<file path="config.mk">
export PLATFORM = sky130hd
export DESIGN_NAME = sync_byte_rx
export DESIGN_NICKNAME = d
export VERILOG_FILES = /design/src/rtl/xs_pkg.sv /design/src/rtl/xs_hunt.sv /design/src/rtl/xs_byte_asm.sv /design/src/rtl/xs_frame_cnt.sv /design/src/rtl/sync_byte_rx.sv
export SDC_FILE = /design/constraint.sdc
export NUM_CORES = 1
export LEC_CHECK = 0
export BUFFER_PORTS_ARGS = -buffer_cell sky130_fd_sc_hd__buf_2
export CAP_MARGIN = 10
export CELL_PAD_IN_SITES_DETAIL_PLACEMENT = 0
export CELL_PAD_IN_SITES_GLOBAL_PLACEMENT = 1
export CORE_MARGIN = 2
export CORE_UTILIZATION = 32
export DETAILED_ROUTE_END_ITERATION = 8
export GPL_TIMING_DRIVEN = 1
export PLACE_DENSITY_LB_ADDON = 0.05
export RECOVER_POWER = 100
export SETUP_SLACK_MARGIN = 0.15
export SLEW_MARGIN = 20
export SYNTH_ARGS = -nofsm -noshare
export SYNTH_HDL_FRONTEND = slang
export SYNTH_SLANG_ARGS = --single-unit
</file>
<file path="constraint.sdc">
create_clock -name clk -period 4.5 [get_ports clk]
set_input_delay 0.675 -clock clk [delete_from_list [all_inputs] [get_ports clk]]
set_output_delay 0.675 -clock clk [all_outputs]
set_load 0.05 [all_outputs]
</file>
<file path="src/rtl/xs_pkg.sv">
package xs_pkg;

   localparam int XS_BYTE_W = 8;

   // control word layout; positions are decoded by software
   typedef struct packed {
      logic [12:0] rsvd;
      logic [1:0]  len_sel;
      logic        tc_en;
      logic [15:0] tc_val;
   } xs_ctl_t;

endpackage

</file>
<file path="src/rtl/xs_hunt.sv">
module xs_hunt #(
   parameter int MAX_BYTES = 4,
   parameter int BYTE_W    = 8,
   localparam int SR_W     = MAX_BYTES * BYTE_W,
   localparam int FILL_W   = $clog2(SR_W + 1),
   localparam int SEL_W    = (MAX_BYTES > 1) ? $clog2(MAX_BYTES) : 1
) (
   input  logic             clk,
   input  logic             rst_n,
   input  logic             clr,
   input  logic             shift_en,
   input  logic             bit_in,
   input  logic [SR_W-1:0]  pat,
   input  logic [SEL_W-1:0] len_sel,
   output logic             match
);

   logic [SR_W-1:0]      sr_q;
   logic [SR_W-1:0]      sr_nxt;
   logic [FILL_W-1:0]    fill_q;
   logic [MAX_BYTES-1:0] lane_hit;
   logic [MAX_BYTES-1:0] lane_full;

   assign sr_nxt = {sr_q[SR_W-2:0], bit_in};

   for (genvar g = 0; g < MAX_BYTES; g++) begin : g_lane
      localparam int LW = BYTE_W * (g + 1);
      assign lane_hit[g]  = (sr_nxt[LW-1:0] == pat[LW-1:0]);
      assign lane_full[g] = (fill_q >= FILL_W'(LW - 1));
   end

   assign match = shift_en && lane_hit[len_sel] && lane_full[len_sel];

   always_ff @(posedge clk or negedge rst_n) begin
      if (!rst_n) begin
         sr_q   <= '0;
         fill_q <= '0;
      end else begin
         if (shift_en) sr_q <= sr_nxt;
         if (clr)
            fill_q <= '0;
         else if (shift_en && (fill_q != FILL_W'(SR_W)))
            fill_q <= fill_q + 1'b1;
      end
   end

endmodule

</file>
<file path="src/rtl/xs_byte_asm.sv">
module xs_byte_asm #(
   parameter int BYTE_W = 8,
   localparam int CNT_W = $clog2(BYTE_W)
) (
   input  logic              clk,
   input  logic              rst_n,
   input  logic              clr,
   input  logic              shift_en,
   input  logic              bit_in,
   output logic              last_bit,
   output logic [BYTE_W-1:0] byte_nxt
);

   logic [CNT_W-1:0]  cnt_q;
   logic [BYTE_W-1:0] sh_q;

   assign byte_nxt = {sh_q[BYTE_W-2:0], bit_in};
   assign last_bit = shift_en && (cnt_q == CNT_W'(BYTE_W - 1));

   always_ff @(posedge clk or negedge rst_n) begin
      if (!rst_n) begin
         cnt_q <= '0;
         sh_q  <= '0;
      end else if (clr) begin
         cnt_q <= '0;
      end else if (shift_en) begin
         cnt_q <= last_bit ? '0 : cnt_q + 1'b1;
         sh_q  <= byte_nxt;
      end
   end

endmodule

</file>
<file path="src/rtl/xs_frame_cnt.sv">
module xs_frame_cnt #(
   parameter int TC_W = 16
) (
   input  logic            clk,
   input  logic            rst_n,
   input  logic            clr,
   input  logic            byte_done,
   input  logic            tc_en,
   input  logic [TC_W-1:0] tc_val,
   output logic            is_last
);

   logic [TC_W-1:0] cnt_q;

   assign is_last = tc_en && (cnt_q == tc_val);

   always_ff @(posedge clk or negedge rst_n) begin
      if (!rst_n)
         cnt_q <= '0;
      else if (clr)
         cnt_q <= '0;
      else if (byte_done)
         cnt_q <= is_last ? '0 : cnt_q + 1'b1;
   end

endmodule

</file>
<file path="src/rtl/sync_byte_rx.sv">
module sync_byte_rx #(
   parameter int MAX_BYTES = 4,
   parameter int TC_W      = 16,
   localparam int BYTE_W   = xs_pkg::XS_BYTE_W,
   localparam int PAT_W    = MAX_BYTES * BYTE_W
) (
   input  logic              clk,
   input  logic              rst_n,
   input  logic              rx_en,
   input  logic              hunt_cmd,
   input  logic              bit_en,
   input  logic              rx_bit,
   input  logic [31:0]       pat_reg,
   input  logic [31:0]       ctl_reg,
   output logic              out_valid,
   output logic [BYTE_W-1:0] out_data,
   output logic              out_eof,
   output logic              hunting
);

   if (PAT_W != 32) begin : g_bad_width
      $error("sync_byte_rx: MAX_BYTES must give a 32-bit pattern");
   end
   if (TC_W != 16) begin : g_bad_tc
      $error("sync_byte_rx: TC_W must match the control field");
   end

   xs_pkg::xs_ctl_t ctl;
   assign ctl = xs_pkg::xs_ctl_t'(ctl_reg);

   logic force_hunt;
   logic bit_ok;
   logic match;
   logic byte_done;
   logic is_last;
   logic [BYTE_W-1:0] byte_nxt;

   assign force_hunt = !rx_en || hunt_cmd;
   assign bit_ok     = rx_en && bit_en;

   xs_hunt #(.MAX_BYTES(MAX_BYTES), .BYTE_W(BYTE_W)) u_hunt (
      .clk      (clk),
      .rst_n    (rst_n),
      .clr      (force_hunt || !hunting),
      .shift_en (bit_ok),
      .bit_in   (rx_bit),
      .pat      (pat_reg[PAT_W-1:0]),
      .len_sel  (ctl.len_sel),
      .match    (match)
   );

   xs_byte_asm #(.BYTE_W(BYTE_W)) u_asm (
      .clk      (clk),
      .rst_n    (rst_n),
      .clr      (force_hunt || hunting),
      .shift_en (bit_ok && !hunting),
      .bit_in   (rx_bit),
      .last_bit (byte_done),
      .byte_nxt (byte_nxt)
   );

   xs_frame_cnt #(.TC_W(TC_W)) u_frame (
      .clk       (clk),
      .rst_n     (rst_n),
      .clr       (force_hunt || hunting),
      .byte_done (byte_done),
      .tc_en     (ctl.tc_en),
      .tc_val    (ctl.tc_val),
      .is_last   (is_last)
   );

   always_ff @(posedge clk or negedge rst_n) begin
      if (!rst_n) begin
         hunting   <= 1'b1;
         out_valid <= 1'b0;
         out_eof   <= 1'b0;
         out_data  <= '0;
      end else begin
         out_valid <= !force_hunt && byte_done;
         out_eof   <= !force_hunt && byte_done && is_last;
         if (byte_done) out_data <= byte_nxt;
         if (force_hunt)
            hunting <= 1'b1;
         else if (hunting && match)
            hunting <= 1'b0;
         else if (!hunting && byte_done && is_last)
            hunting <= 1'b1;
      end
   end

endmodule

</file>
==> results of run 1 <==
==> kinds of logic (layout without fill, tap and decap cells) <==
kind of cell,Yosys count,in the layout,share of synthesized area
xor+xnor,64,64,0.1524
fa+ha+maj,5,5,0.01701
flops,74,74,0.5037
buf+inv,12,90,0.01292
simple gates,120,120,0.1565
compound gates,22,22,0.04116
mux,38,38,0.1163
==> synth_stat cells <==
cell type   n
nand4_1    10
ha_1        5
or3b_2      1
nand3_1    10
nand2_1    44
nor3b_4     1
xor2_1     34
a21oi_2     1
dfstp_2     1
or3_1       4
nor2b_1     1
and3_1      3
nor3_1      7
nor4_1      6
a21oi_1     7
a211o_1     3
o21ai_0     2
nand3b_1    3
inv_1       4
xnor2_1    30
clkbuf_1    2
o21a_1      1
o31ai_2     1
mux2_2     38
o22ai_1     1
inv_2       1
nor2_1     26
o2111ai_1   1
buf_1       3
buf_2       2
and4_1      1
nor2_2      1
and2_1      2
a31oi_1     2
dfrtp_1    73
a21o_1      2
a221oi_1    1
==> through the flow <==
| step | area, um^2 | total power, mW |
|---|---|---|
| after floorplan | 3679 | 0.9301 |
| after global placement | 4182 | 1.007 |
| after detailed placement | 4182 | 1.014 |
| after CTS | 4453 | 1.680 |
| after global routing | 4412 | 1.731 |
| final | 4412 | 1.643 |
==> critical path, delay by kind of cell <==
family | cells | cell delay [ns]
XOR/XNOR | 1 | 0.16
buffers and inverters | 2 | 1.45
AND/OR/NAND/NOR | 3 | 0.35
AO/OA/AOI/OAI | 1 | 0.32
==> power by group <==
part | internal [mW] | switching (mW)
Combinational | 0.123 | 0.0782
Clock | 0.370 | 0.279
Sequential | 0.732 | 0.0607
==> layout make-up <==
| type | instances | area, um^2 | area share |
|---|---|---|---|
| multi-input combinational | 249 | 1759 | 0.3988 |
| clock buffer | 9 | 225.2 | 0.05105 |
| tap | 143 | 178.9 | 0.04056 |
| clock inverter | 7 | 46.29 | 0.01049 |
| sequential | 74 | 1853 | 0.4200 |
| inverter | 5 | 18.77 | 0.004254 |
| timing repair buffer | 69 | 330.3 | 0.07487 |
==> layer usage <==
metal | global-route usage | wire (um) | vias up
met1 | 0.1781 | 3745 | 1232
li1 | - | - | 1295
met2 | 0.2130 | 3535 | 47
met3 | 0.03773 | 316 | 9
met5 | 0 | 0 | -
met4 | 0.05432 | 129 | 0
==> state kept, by name, indices dropped and copies added (netlist names) <==
register	flops
u_hunt.sr_q	31
u_hunt.fill_q	6
out_data	8
u_asm.sh_q	7
u_asm.cnt_q	3
out_valid	1
out_eof	1
u_frame.cnt_q	16
hunting	1
==> worst max path at each step <==
| stage | from | end | slack (ns) | cells after the start |
|---|---|---|---|---|
| after floorplan | ctl_reg[15] | u_frame.cnt_q[15] | 2.40 | 6 |
| after global placement | ctl_reg[15] | u_frame.cnt_q[15] | 1.86 | 7 |
| after detailed placement | ctl_reg[15] | hunting | 1.83 | 7 |
| after CTS | ctl_reg[15] | hunting | 2.18 | 7 |
| after global routing | bit_en | u_hunt.fill_q[2] | 1.29 | 7 |
| final | bit_en | u_hunt.fill_q[2] | 1.74 | 7 |
==> results.rst, run 1 <==
.. list-table::
   :header-rows: 1

   * - Metric
     - Value
   * - Number of buffers inserted by port buffering
     - 67
   * - Number of cells on the worst reg-to-reg path
     - 6
   * - Path type of the worst setup path
     - input pin to flip-flop
   * - Pin count of the biggest net entering global routing
     - 75
   * - Post-detailed-route DRC marker count
     - 0
   * - Classification of the worst-slack hold path
     - flip-flop to flip-flop
   * - Fin Setup TNS
     - 0 ns
   * - DP Wirelength
     - 5.455 mm
   * - RSZ-0062 raised after global routing
     - false
   * - Clock H-tree levels
     - 3
   * - Achievable clock frequency
     - 362.4 MHz
   * - Antenna violations before repair
     - 0
   * - Layout overhead on the synthesized area
     - 19.93%
   * - Final ANT Viol Nets
     - 0
   * - Floorplan die height
     - 111.2 um
   * - Violations in the final reports
     - max-capacitance violations, max-slew violations
   * - Wire length of the first global-routing pass
     - 13.40 mm
   * - Least-Margin Pin Slew
     - 1.899 ns
   * - Sequential cell area fraction in the yosys report
     - 0.5037
   * - Synthesized net count
     - 410
   * - Critical Path AT
     - 2.96 ns
   * - Congestion Overflow GR
     - 0
   * - Share of post-route cells with drive strength above 1
     - 0.2736
   * - Final wirelength
     - 7.726 mm
   * - Total Die Area
     - 12370 um^2
   * - Final worst path period share
     - 0.6132
   * - Post-cts resize count
     - 0
   * - Destination of the worst hold path
     - out_data[7]
   * - Launch instance of the worst register-to-register path
     - u_frame.cnt_q[15]
   * - Total number of yosys warnings
     - 0
   * - Hold-fix buffer count after cts
     - 0
   * - Total inserted antenna cells
     - 0
   * - Filler cell count in the final layout
     - 1178
   * - Number of sinks on the clock net
     - 74
   * - Areal power density over the cells
     - 372.4 nW/um^2
   * - Largest fanout on the critical path
     - 33
   * - Leading cell types in the layout, fill and taps excluded
     - 73 x dfrtp_1, 53 x buf_2, 44 x nand2_1, 38 x mux2_2, 34 x xor2_1
   * - Cell-by-cell listing of the critical path
     - clkbuf_1, nand2_1, clkbuf_1, a31oi_1, nand2_1, xor2_1, nor2_1
   * - Final nets
     - 483
   * - Total count of hold-check failures in the final report
     - 0
   * - Top-level port count
     - 81
   * - IR Drop Worst-Case VDD
     - 0.1513 mV
   * - Vias in the first global route
     - 2720
   * - Via count
     - 2583
   * - Synth top area share
     - 0.4966
   * - Reg-to-reg slack, setup
     - 2.02 ns
   * - Average wire per cell in the routed design
     - 13.90 um
   * - Number of standard cells after synthesis
     - 335
   * - Die Span X
     - 111.2 um
   * - Largest buffer count on any clock path
     - 2
   * - Routability congestion estimate
     - 0.7396
   * - Number of synthesized register bits
     - 74
   * - Final setup viols
     - 0
   * - Top area cells in the synthesized netlist
     - dfrtp_1 50%, mux2_2 12%, xor2_1 8.1%
   * - Utilization after layout
     - 0.3897
   * - Library cell with the largest summed area after synthesis
     - dfrtp_1
   * - Most common library cell in the layout ignoring fill and taps
     - dfrtp_1
   * - Ratio of routed vias to standard cells
     - 4.646
   * - End of the worst register-to-register path
     - u_frame.cnt_q[14]
   * - Run status
     - complete, but fails checks
   * - Max Clock Skew
     - 0.003910 ns
   * - TritonCTS clock tree
     - built
   * - Dpl ws
     - 1.829 ns
   * - Clock edge transition at the registers on the reported setup and hold paths
     - 0.06 ns
   * - Cell at the root of the clock tree
     - clkbuf_16
   * - Global router's overall resource usage
     - 0.1359
   * - Number of pins with negative max-slew slack in the final report
     - 109
   * - Initial core utilization
     - 0.3249
   * - Drt first pass iters
     - 4
   * - Leakage
     - 2.058 nW
   * - Worst Setup Start Kind
     - input pin
   * - Syn avg cell area
     - 10.98 um^2
   * - First DRT Iteration DRCs
     - 41
   * - Launch point of the worst hold path
     - u_asm.sh_q[6]
   * - Number of cell rows
     - 39
   * - CTS buffer count
     - 9
   * - Number of buffers inserted by post-CTS setup repair
     - 0
   * - CP peak stage delay
     - 1.28 ns
   * - Netlist cell types
     - 37
   * - Final-layout worst hold slack
     - 0.4649 ns
   * - Count of maximum capacitance violations
     - 2
   * - Crit-path slowest cell
     - clkbuf_1
   * - Clock latency of the later-clocked register in the worst-skew pair
     - 0.33 ns
   * - DP Cell Count
     - 540
   * - Final instance count without filler cells
     - 556
   * - Crit path time final
     - 2.759 ns
   * - Core footprint
     - 11320 um^2
   * - CP Data Required Time
     - 4.70 ns
   * - Mapped Area
     - 3679 um^2
   * - Final setup slack of the worst path
     - 1.741 ns
   * - Hold-critical path depth
     - 2
   * - Max-Slew Margin vs Limit
     - -0.2657
   * - CP endpoint kind
     - flip-flop
(Power assumes the default switching activity.)
==> run 2: changes to the inputs <==
- clock period: 4.5 -> 2.5 ns (I/O delays scaled with it)
==> run 2 against run 1 <==
Compared with the run above:
- the run still ends with max-capacitance violations, max-slew violations left
- final cell count is 0.72% higher
- worst setup slack worse by 1.5 ns
- total power is 78% higher
- die area stayed put
- hold slack worse by 0.18 ns
- global-route usage is 0.053 points lower
- critical path depth stayed put
- sequential power is 81% higher
- sequential share of layout area is 0.40 points lower
- non-clock buffer count is 6 higher
- flip-flop and latch count stayed put
- wire length is 1.2% lower
==> results.rst, run 2 (synthesis results as in run 1) <==
.. list-table::
   :header-rows: 1

   * - Metric
     - Value
   * - Fin Setup TNS
     - 0 ns (unchanged)
   * - Max-Slew Margin vs Limit
     - -0.3767 (was -0.2657)
   * - Least-Margin Pin Slew
     - 2.065 ns (was 1.899 ns)
   * - Total count of hold-check failures in the final report
     - 0 (unchanged)
   * - RSZ-0062 raised after global routing
     - false (unchanged)
   * - Number of buffers inserted by port buffering
     - 67 (unchanged)
   * - Registers with the most flip-flops
     - u_hunt.sr_q: 31 flops, u_frame.cnt_q: 16 flops, out_data: 8 flops (unchanged)
   * - Final wirelength
     - 7.637 mm (was 7.726 mm)
   * - Final nets
     - 489 (was 483)
   * - CTS buffer count
     - 9 (unchanged)
   * - Share of post-route cells with drive strength above 1
     - 0.2734 (was 0.2736)
   * - DP Cell Count
     - 546 (was 540)
   * - Post-detailed-route DRC marker count
     - 0 (unchanged)
   * - Register with the most flip-flops
     - u_hunt.sr_q (unchanged)
   * - Hold-fix buffer count after cts
     - 0 (unchanged)
   * - Largest fanout on the critical path
     - 7 (was 33)
   * - Cell area after layout
     - 4454 um^2 (was 4412 um^2)
   * - Average wire per cell in the routed design
     - 13.64 um (was 13.90 um)
   * - Core footprint
     - 11320 um^2 (unchanged)
   * - Run status
     - complete, but fails checks (unchanged)
   * - CP endpoint kind
     - flip-flop (unchanged)
   * - Final ANT Viol Nets
     - 0 (unchanged)
   * - Areal power density over the cells
     - 658.3 nW/um^2 (was 372.4 nW/um^2)
   * - Final instance count without filler cells
     - 560 (was 556)
   * - First DRT Iteration DRCs
     - 47 (was 41)
   * - Achievable clock frequency
     - 451.0 MHz
   * - Top-level port count
     - 81 (unchanged)
   * - Classification of the worst-slack hold path
     - input pin to flip-flop (was flip-flop to flip-flop)
   * - Via count
     - 2587 (was 2583)
   * - Number of buffers inserted by post-CTS setup repair
     - 0 (unchanged)
   * - Total Die Area
     - 12370 um^2 (unchanged)
   * - Critical path launch point
     - u_frame.cnt_q[15] (was bit_en)
   * - Number of pins with negative max-slew slack in the final report
     - 36 (was 109)
   * - Pin count of the biggest net entering global routing
     - 40 (was 75)
   * - Leakage
     - 2.092 nW (was 2.058 nW)
   * - Final setup slack of the worst path
     - 0.2828 ns (was 1.741 ns)
   * - Final-layout worst hold slack
     - 0.2854 ns (was 0.4649 ns)
   * - DP Wirelength
     - 5.657 mm (was 5.455 mm)
   * - Reg-to-reg slack, setup
     - 0.28 ns (was 2.02 ns)
   * - Cell at the root of the clock tree
     - clkbuf_16 (unchanged)
   * - Launch instance of the worst register-to-register path
     - u_frame.cnt_q[15] (unchanged)
   * - IR Drop Worst-Case VDD
     - 0.2951 mV (was 0.1513 mV)
   * - Drt first pass iters
     - 4 (unchanged)
   * - Antenna violations before repair
     - 0 (unchanged)
   * - Routability congestion estimate
     - 0.7421 (was 0.7396)
   * - Clock latency of the later-clocked register in the worst-skew pair
     - 0.32 ns (was 0.33 ns)
   * - Total inserted antenna cells
     - 0 (unchanged)
   * - Layout overhead on the synthesized area
     - 21.09% (was 19.93%)
   * - TritonCTS clock tree
     - built (unchanged)
   * - Critical Path AT
     - 2.43 ns (was 2.96 ns)
   * - Path type of the worst setup path
     - flip-flop to flip-flop (was input pin to flip-flop)
   * - Global router's overall resource usage
     - 0.1353 (was 0.1359)
   * - Critical path capture point
     - u_frame.cnt_q[15] (was u_hunt.fill_q[2])
   * - Die Span X
     - 111.2 um (unchanged)
   * - Wire length of the first global-routing pass
     - 13.41 mm (was 13.40 mm)
   * - CP Data Required Time
     - 2.71 ns (was 4.70 ns)
   * - Congestion Overflow GR
     - 0 (unchanged)
   * - Crit path time final
     - 2.217 ns
   * - Number of cell rows
     - 39 (unchanged)
   * - Pwr Total
     - 2.932 mW (was 1.643 mW)
   * - Utilization after layout
     - 0.3935 (was 0.3897)
   * - Number of cells on the worst reg-to-reg path
     - 7 (was 6)
   * - Placed standard-cell area
     - 4239 um^2 (was 4182 um^2)
   * - Final worst path period share
     - 0.8869
   * - Dpl ws
     - 0.3379 ns (was 1.829 ns)
   * - Count of maximum capacitance violations
     - 1 (was 2)
   * - Max Clock Skew
     - 0.004682 ns (was 0.003910 ns)
   * - Largest buffer count on any clock path
     - 2 (unchanged)
   * - Vias in the first global route
     - 2763 (was 2720)
   * - Final setup viols
     - 0 (unchanged)
   * - Floorplan die height
     - 111.2 um (unchanged)
   * - Initial core utilization
     - 0.3249 (unchanged)
   * - Leading cell types in the layout, fill and taps excluded
     - 73 x dfrtp_1, 54 x buf_2, 44 x nand2_1, 38 x mux2_2, 34 x xor2_1 (was 73 x dfrtp_1, 53 x buf_2, 44 x nand2_1, 38 x mux2_2, 34 x xor2_1)
   * - Number of flip-flops under the largest register name
     - 31 (unchanged)
   * - Number of sinks on the clock net
     - 74 (unchanged)
   * - Clock edge transition at the registers on the reported setup and hold paths
     - 0.05 ns (was 0.06 ns)
   * - Most common library cell in the layout ignoring fill and taps
     - dfrtp_1 (unchanged)
   * - Post-cts resize count
     - 0 (unchanged)
   * - Ratio of routed vias to standard cells
     - 4.620 (was 4.646)
   * - Worst Setup Start Kind
     - flip-flop (was input pin)
   * - Violations in the final reports
     - max-capacitance violations, max-slew violations (unchanged)
   * - Clock H-tree levels
     - 3 (unchanged)
   * - End of the worst register-to-register path
     - u_frame.cnt_q[15] (was u_frame.cnt_q[14])
==> run 2: layout make-up <==
| cell class | count | area [um^2] |
|---|---|---|
| clock buffer | 10 | 239.0 |
| clock inverter | 4 | 20.02 |
| multi-input combinational | 249 | 1770 |
| sequential | 74 | 1853 |
| tap | 143 | 178.9 |
| timing repair buffer | 75 | 374.1 |
| inverter | 5 | 18.77 |
| fill | 1171 | 6867 |
==> run 2: critical path, cell delays in order (launching register included) <==
cell	delay [ns]
dfrtp_1	0.41
xor2_1	0.17
nor4_1	0.42
nand4_1	0.18
o31ai_1	0.26
clkbuf_1	0.30
nor3_1	0.09
a211o_1	0.27
==> run 2: worst min-delay path by stage <==
| stage | slack [ns] | start | cells after the start | to |
|---|---|---|---|---|
| final | 0.29 | hunt_cmd | 2 | out_valid |
| after floorplan | 0.08 | rst_n | 0 | out_data[0] |
| after global placement | 0.38 | rst_n | 1 | u_frame.cnt_q[15] |
| after global routing | 0.28 | hunt_cmd | 2 | out_valid |
| after CTS | 0.02 | rst_n | 1 | u_frame.cnt_q[15] |
| after detailed placement | 0.38 | rst_n | 1 | u_frame.cnt_q[15] |
==> run 2: power breakdown <==
part | total [mW] | switching (mW) | internal, mW
sequential | 1.43 | 0.108 | 1.32
combinational | 0.367 | 0.143 | 0.224
clock | 1.14 | 0.460 | 0.679
==> run 2: metal layers <==
layer  routed length, um  global-route usage
met1                3709              0.1811
met2                3517              0.2138
met3                 306             0.03445
met4                 104             0.04691
met5                   0                   0
==> run 3: changes to the inputs <==
- CELL_PAD_IN_SITES_GLOBAL_PLACEMENT: 1 -> 2
- CORE_UTILIZATION: 32 -> 31
==> run 3 against run 2 <==
Compared with the run above:
- the flow finishes with violations (design-rule violations, max-capacitance violations, max-slew violations)
- via count increased by 1.9%
- global-route usage rose by 0.38 points
- worst setup slack gained 0.055 ns
- first-iteration DRC count rose by 34%
- maximum frequency up 2.6%
- core utilization is 0.069 points lower
- largest cell class unchanged
- register-to-register slack better by 0.06 ns
- critical path type unchanged
- largest power group unchanged
==> results.rst, run 3 (synthesis results as in run 1) <==
.. list-table::
   :header-rows: 1

   * - Metric
     - Value
   * - First DRT Iteration DRCs
     - 63 (was 47)
   * - Via count
     - 2636 (was 2587)
   * - Global router's overall resource usage
     - 0.1391 (was 0.1353)
   * - Number of cells on the worst reg-to-reg path
     - 7 (unchanged)
   * - Cell at the root of the clock tree
     - clkbuf_16 (unchanged)
   * - Critical Path AT
     - 2.38 ns (was 2.43 ns)
   * - Number of sinks on the clock net
     - 74 (unchanged)
   * - Areal power density over the cells
     - 701.6 nW/um^2 (was 658.3 nW/um^2)
   * - Top-level port count
     - 81 (unchanged)
   * - Drt first pass iters
     - 6 (was 4)
   * - Congestion Overflow GR
     - 0 (unchanged)
   * - CP endpoint kind
     - flip-flop (unchanged)
   * - Number of pins with negative max-slew slack in the final report
     - 75 (was 36)
   * - Final nets
     - 491 (was 489)
   * - Switching Share
     - 0.2403 (was 0.2424)
   * - Destination of the worst hold path
     - out_valid (unchanged)
   * - Number of buffers inserted by post-CTS setup repair
     - 0 (unchanged)
   * - DP Wirelength
     - 5.755 mm (was 5.657 mm)
   * - Worst Setup Start Kind
     - flip-flop (unchanged)
   * - Crit path time final
     - 2.162 ns (was 2.217 ns)
   * - Cell-by-cell listing of the critical path
     - xor2_1, nor4_1, nand4_1, o31ai_2, clkbuf_1, nor3_1, a211o_1 (was xor2_1, nor4_1, nand4_1, o31ai_1, clkbuf_1, nor3_1, a211o_1)
   * - Hold-fix buffer count after cts
     - 0 (unchanged)
   * - Clock H-tree levels
     - 3 (unchanged)
   * - CP peak stage delay
     - 0.43 ns (was 0.42 ns)
   * - Area of the multi-input gates
     - 1775 um^2 (was 1770 um^2)
   * - Achievable clock frequency
     - 462.6 MHz (was 451.0 MHz)
   * - Average wire per cell in the routed design
     - 14.07 um (was 13.64 um)
   * - Max-Slew Margin vs Limit
     - -0.2310 (was -0.3767)
   * - Final worst path period share
     - 0.8647 (was 0.8869)
   * - Max Clock Skew
     - 0.006582 ns (was 0.004682 ns)
   * - CTS buffer count
     - 9 (unchanged)
   * - Proportion of power drawn by flip-flops and latches
     - 0.448 (was 0.486)
   * - Ratio of routed vias to standard cells
     - 4.674 (was 4.620)
   * - Final-layout worst hold slack
     - 0.2615 ns (was 0.2854 ns)
   * - Launch instance of the worst register-to-register path
     - u_frame.cnt_q[11] (was u_frame.cnt_q[15])
   * - TritonCTS clock tree
     - built (unchanged)
   * - Register with the most flip-flops
     - u_hunt.sr_q (unchanged)
   * - Leading cell types in the layout, fill and taps excluded
     - 73 x dfrtp_1, 54 x buf_2, 44 x nand2_1, 38 x mux2_2, 34 x xor2_1 (unchanged)
   * - Largest fanout on the critical path
     - 7 (unchanged)
   * - Filler cell count in the final layout
     - 1175 (was 1171)
   * - Total Die Area
     - 12750 um^2 (was 12370 um^2)
   * - Run status
     - complete, but fails checks (unchanged)
   * - Number of flip-flops under the largest register name
     - 31 (unchanged)
   * - Final wirelength
     - 7.937 mm (was 7.637 mm)
   * - Final setup viols
     - 0 (unchanged)
   * - Die Span X
     - 112.9 um (was 111.2 um)
   * - Launch point of the worst hold path
     - hunt_cmd (unchanged)
   * - CP Data Required Time
     - 2.72 ns (was 2.71 ns)
   * - IR Drop Worst-Case VDD
     - 0.5083 mV (was 0.2951 mV)
   * - Post-detailed-route DRC marker count
     - 4 (was 0)
   * - Registers with the most flip-flops
     - u_hunt.sr_q: 31 flops, u_frame.cnt_q: 16 flops, out_data: 8 flops (unchanged)
   * - Final ANT Viol Nets
     - 0 (unchanged)
   * - Antenna violations before repair
     - 0 (unchanged)
   * - Floorplan die height
     - 112.9 um (was 111.2 um)
   * - Pin count of the biggest net entering global routing
     - 75 (was 40)
   * - Initial core utilization
     - 0.3194 (was 0.3249)
   * - Violations in the final reports
     - design-rule violations, max-capacitance violations, max-slew violations (was max-capacitance violations, max-slew violations)
   * - Post-cts resize count
     - 0 (unchanged)
   * - Share of post-route cells with drive strength above 1
     - 0.2850 (was 0.2734)
   * - Internal power summed over all cells
     - 2.411 mW (was 2.221 mW)
   * - Most common library cell in the layout ignoring fill and taps
     - dfrtp_1 (unchanged)
   * - Count of maximum capacitance violations
     - 1 (unchanged)
   * - Total inserted antenna cells
     - 0 (unchanged)
   * - Area of all sequential standard cells
     - 1853 um^2 (unchanged)
   * - Path type of the worst setup path
     - flip-flop to flip-flop (unchanged)
   * - Leakage
     - 2.118 nW (was 2.092 nW)
   * - Crit-path slowest cell
     - dfrtp_1 (was nor4_1)
   * - RSZ-0062 raised after global routing
     - false (unchanged)
   * - Number of buffers inserted by port buffering
     - 67 (unchanged)
   * - End of the worst register-to-register path
     - u_frame.cnt_q[15] (unchanged)
   * - Classification of the worst-slack hold path
     - input pin to flip-flop (unchanged)
   * - Layout overhead on the synthesized area
     - 22.96% (was 21.09%)
   * - CP Buf/Inv Count
     - 1 (unchanged)
   * - Clock latency of the later-clocked register in the worst-skew pair
     - 0.34 ns (was 0.32 ns)
   * - Largest buffer count on any clock path
     - 2 (unchanged)
   * - Vias in the first global route
     - 2809 (was 2763)
   * - Fin Setup TNS
     - 0 ns (unchanged)
   * - Least-Margin Pin Slew
     - 1.846 ns (was 2.065 ns)
   * - Total count of hold-check failures in the final report
     - 0 (unchanged)
   * - Wire length of the first global-routing pass
     - 13.81 mm (was 13.41 mm)
   * - Cell family with the largest share of critical-path delay
     - simple AND/OR/NAND/NOR gates (unchanged)
   * - Core footprint
     - 11520 um^2 (was 11320 um^2)
   * - Routability congestion estimate
     - 0.7219 (was 0.7421)
   * - Clock edge transition at the registers on the reported setup and hold paths
     - 0.06 ns (was 0.05 ns)
   * - Number of cell rows
     - 39 (unchanged)
   * - Hold-critical path depth
     - 2 (unchanged)
   * - Net switching component of the power
     - 762.5 uW (was 710.8 uW)
   * - Reg-to-reg slack, setup
     - 0.34 ns (was 0.28 ns)
   * - Comb power frac
     - 0.115 (was 0.125)
   * - Clock network fraction of design power
     - 0.437 (was 0.389)
[run 3: worst max path at each step]
| stage | from | endpoint | slack, ns | cells after the start |
|---|---|---|---|---|
| 2_1_floorplan | u_asm.cnt_q[0] | u_frame.cnt_q[15] | 0.58 | 9 |
| 5_1_grt | u_asm.cnt_q[0] | u_frame.cnt_q[15] | 0.17 | 9 |
| 3_3_place_gp | ctl_reg[15] | u_frame.cnt_q[15] | 0.35 | 8 |
| 3_5_place_dp | ctl_reg[15] | u_frame.cnt_q[15] | 0.37 | 8 |
| 6_report | u_frame.cnt_q[11] | u_frame.cnt_q[15] | 0.34 | 7 |
| 4_1_cts | u_asm.cnt_q[0] | u_frame.cnt_q[15] | 0.40 | 9 |
[run 3: metrics by stage]
step                      worst slack (ns)  total power [mW]    util  std cells  cell area, um^2
final                               0.3382             3.173  0.3928        564             4523
after global placement              0.3539             1.821  0.3694        548             4254
after global routing                0.1704             3.345  0.3928        564             4523
after floorplan                     0.5841             1.674       -        335             3679
after detailed placement            0.3743             1.829  0.3694        548             4254
after CTS                           0.3975             3.250  0.3971        564             4573
[run 3: layout make-up]
class,count,share of cell area
clock buffer,9,0.04979
clock inverter,7,0.02075
inverter,5,0.004149
multi-input combinational,249,0.3925
sequential,74,0.4097
tap,143,0.03956
timing repair buffer,77,0.08354
[run 3: per-layer routing]
metal,vias to the layer above,GRT usage,wire length [um]
met2,50,0.2269,3758
li1,1310,-,-
met1,1267,0.1718,3676
met3,9,0.04821,383
met4,0,0.05041,118
met5,-,0,0
[run 3: power by group through the flow]
stage / combinational (mW) / clock, mW / sequential [mW]
finish: 0.365 / 1.39 / 1.42
floorplan: 0.258 / 0 / 1.42
global route: 0.412 / 1.49 / 1.45
global placement: 0.375 / 0 / 1.45
detailed placement: 0.381 / 0 / 1.45
CTS: 0.382 / 1.44 / 1.43
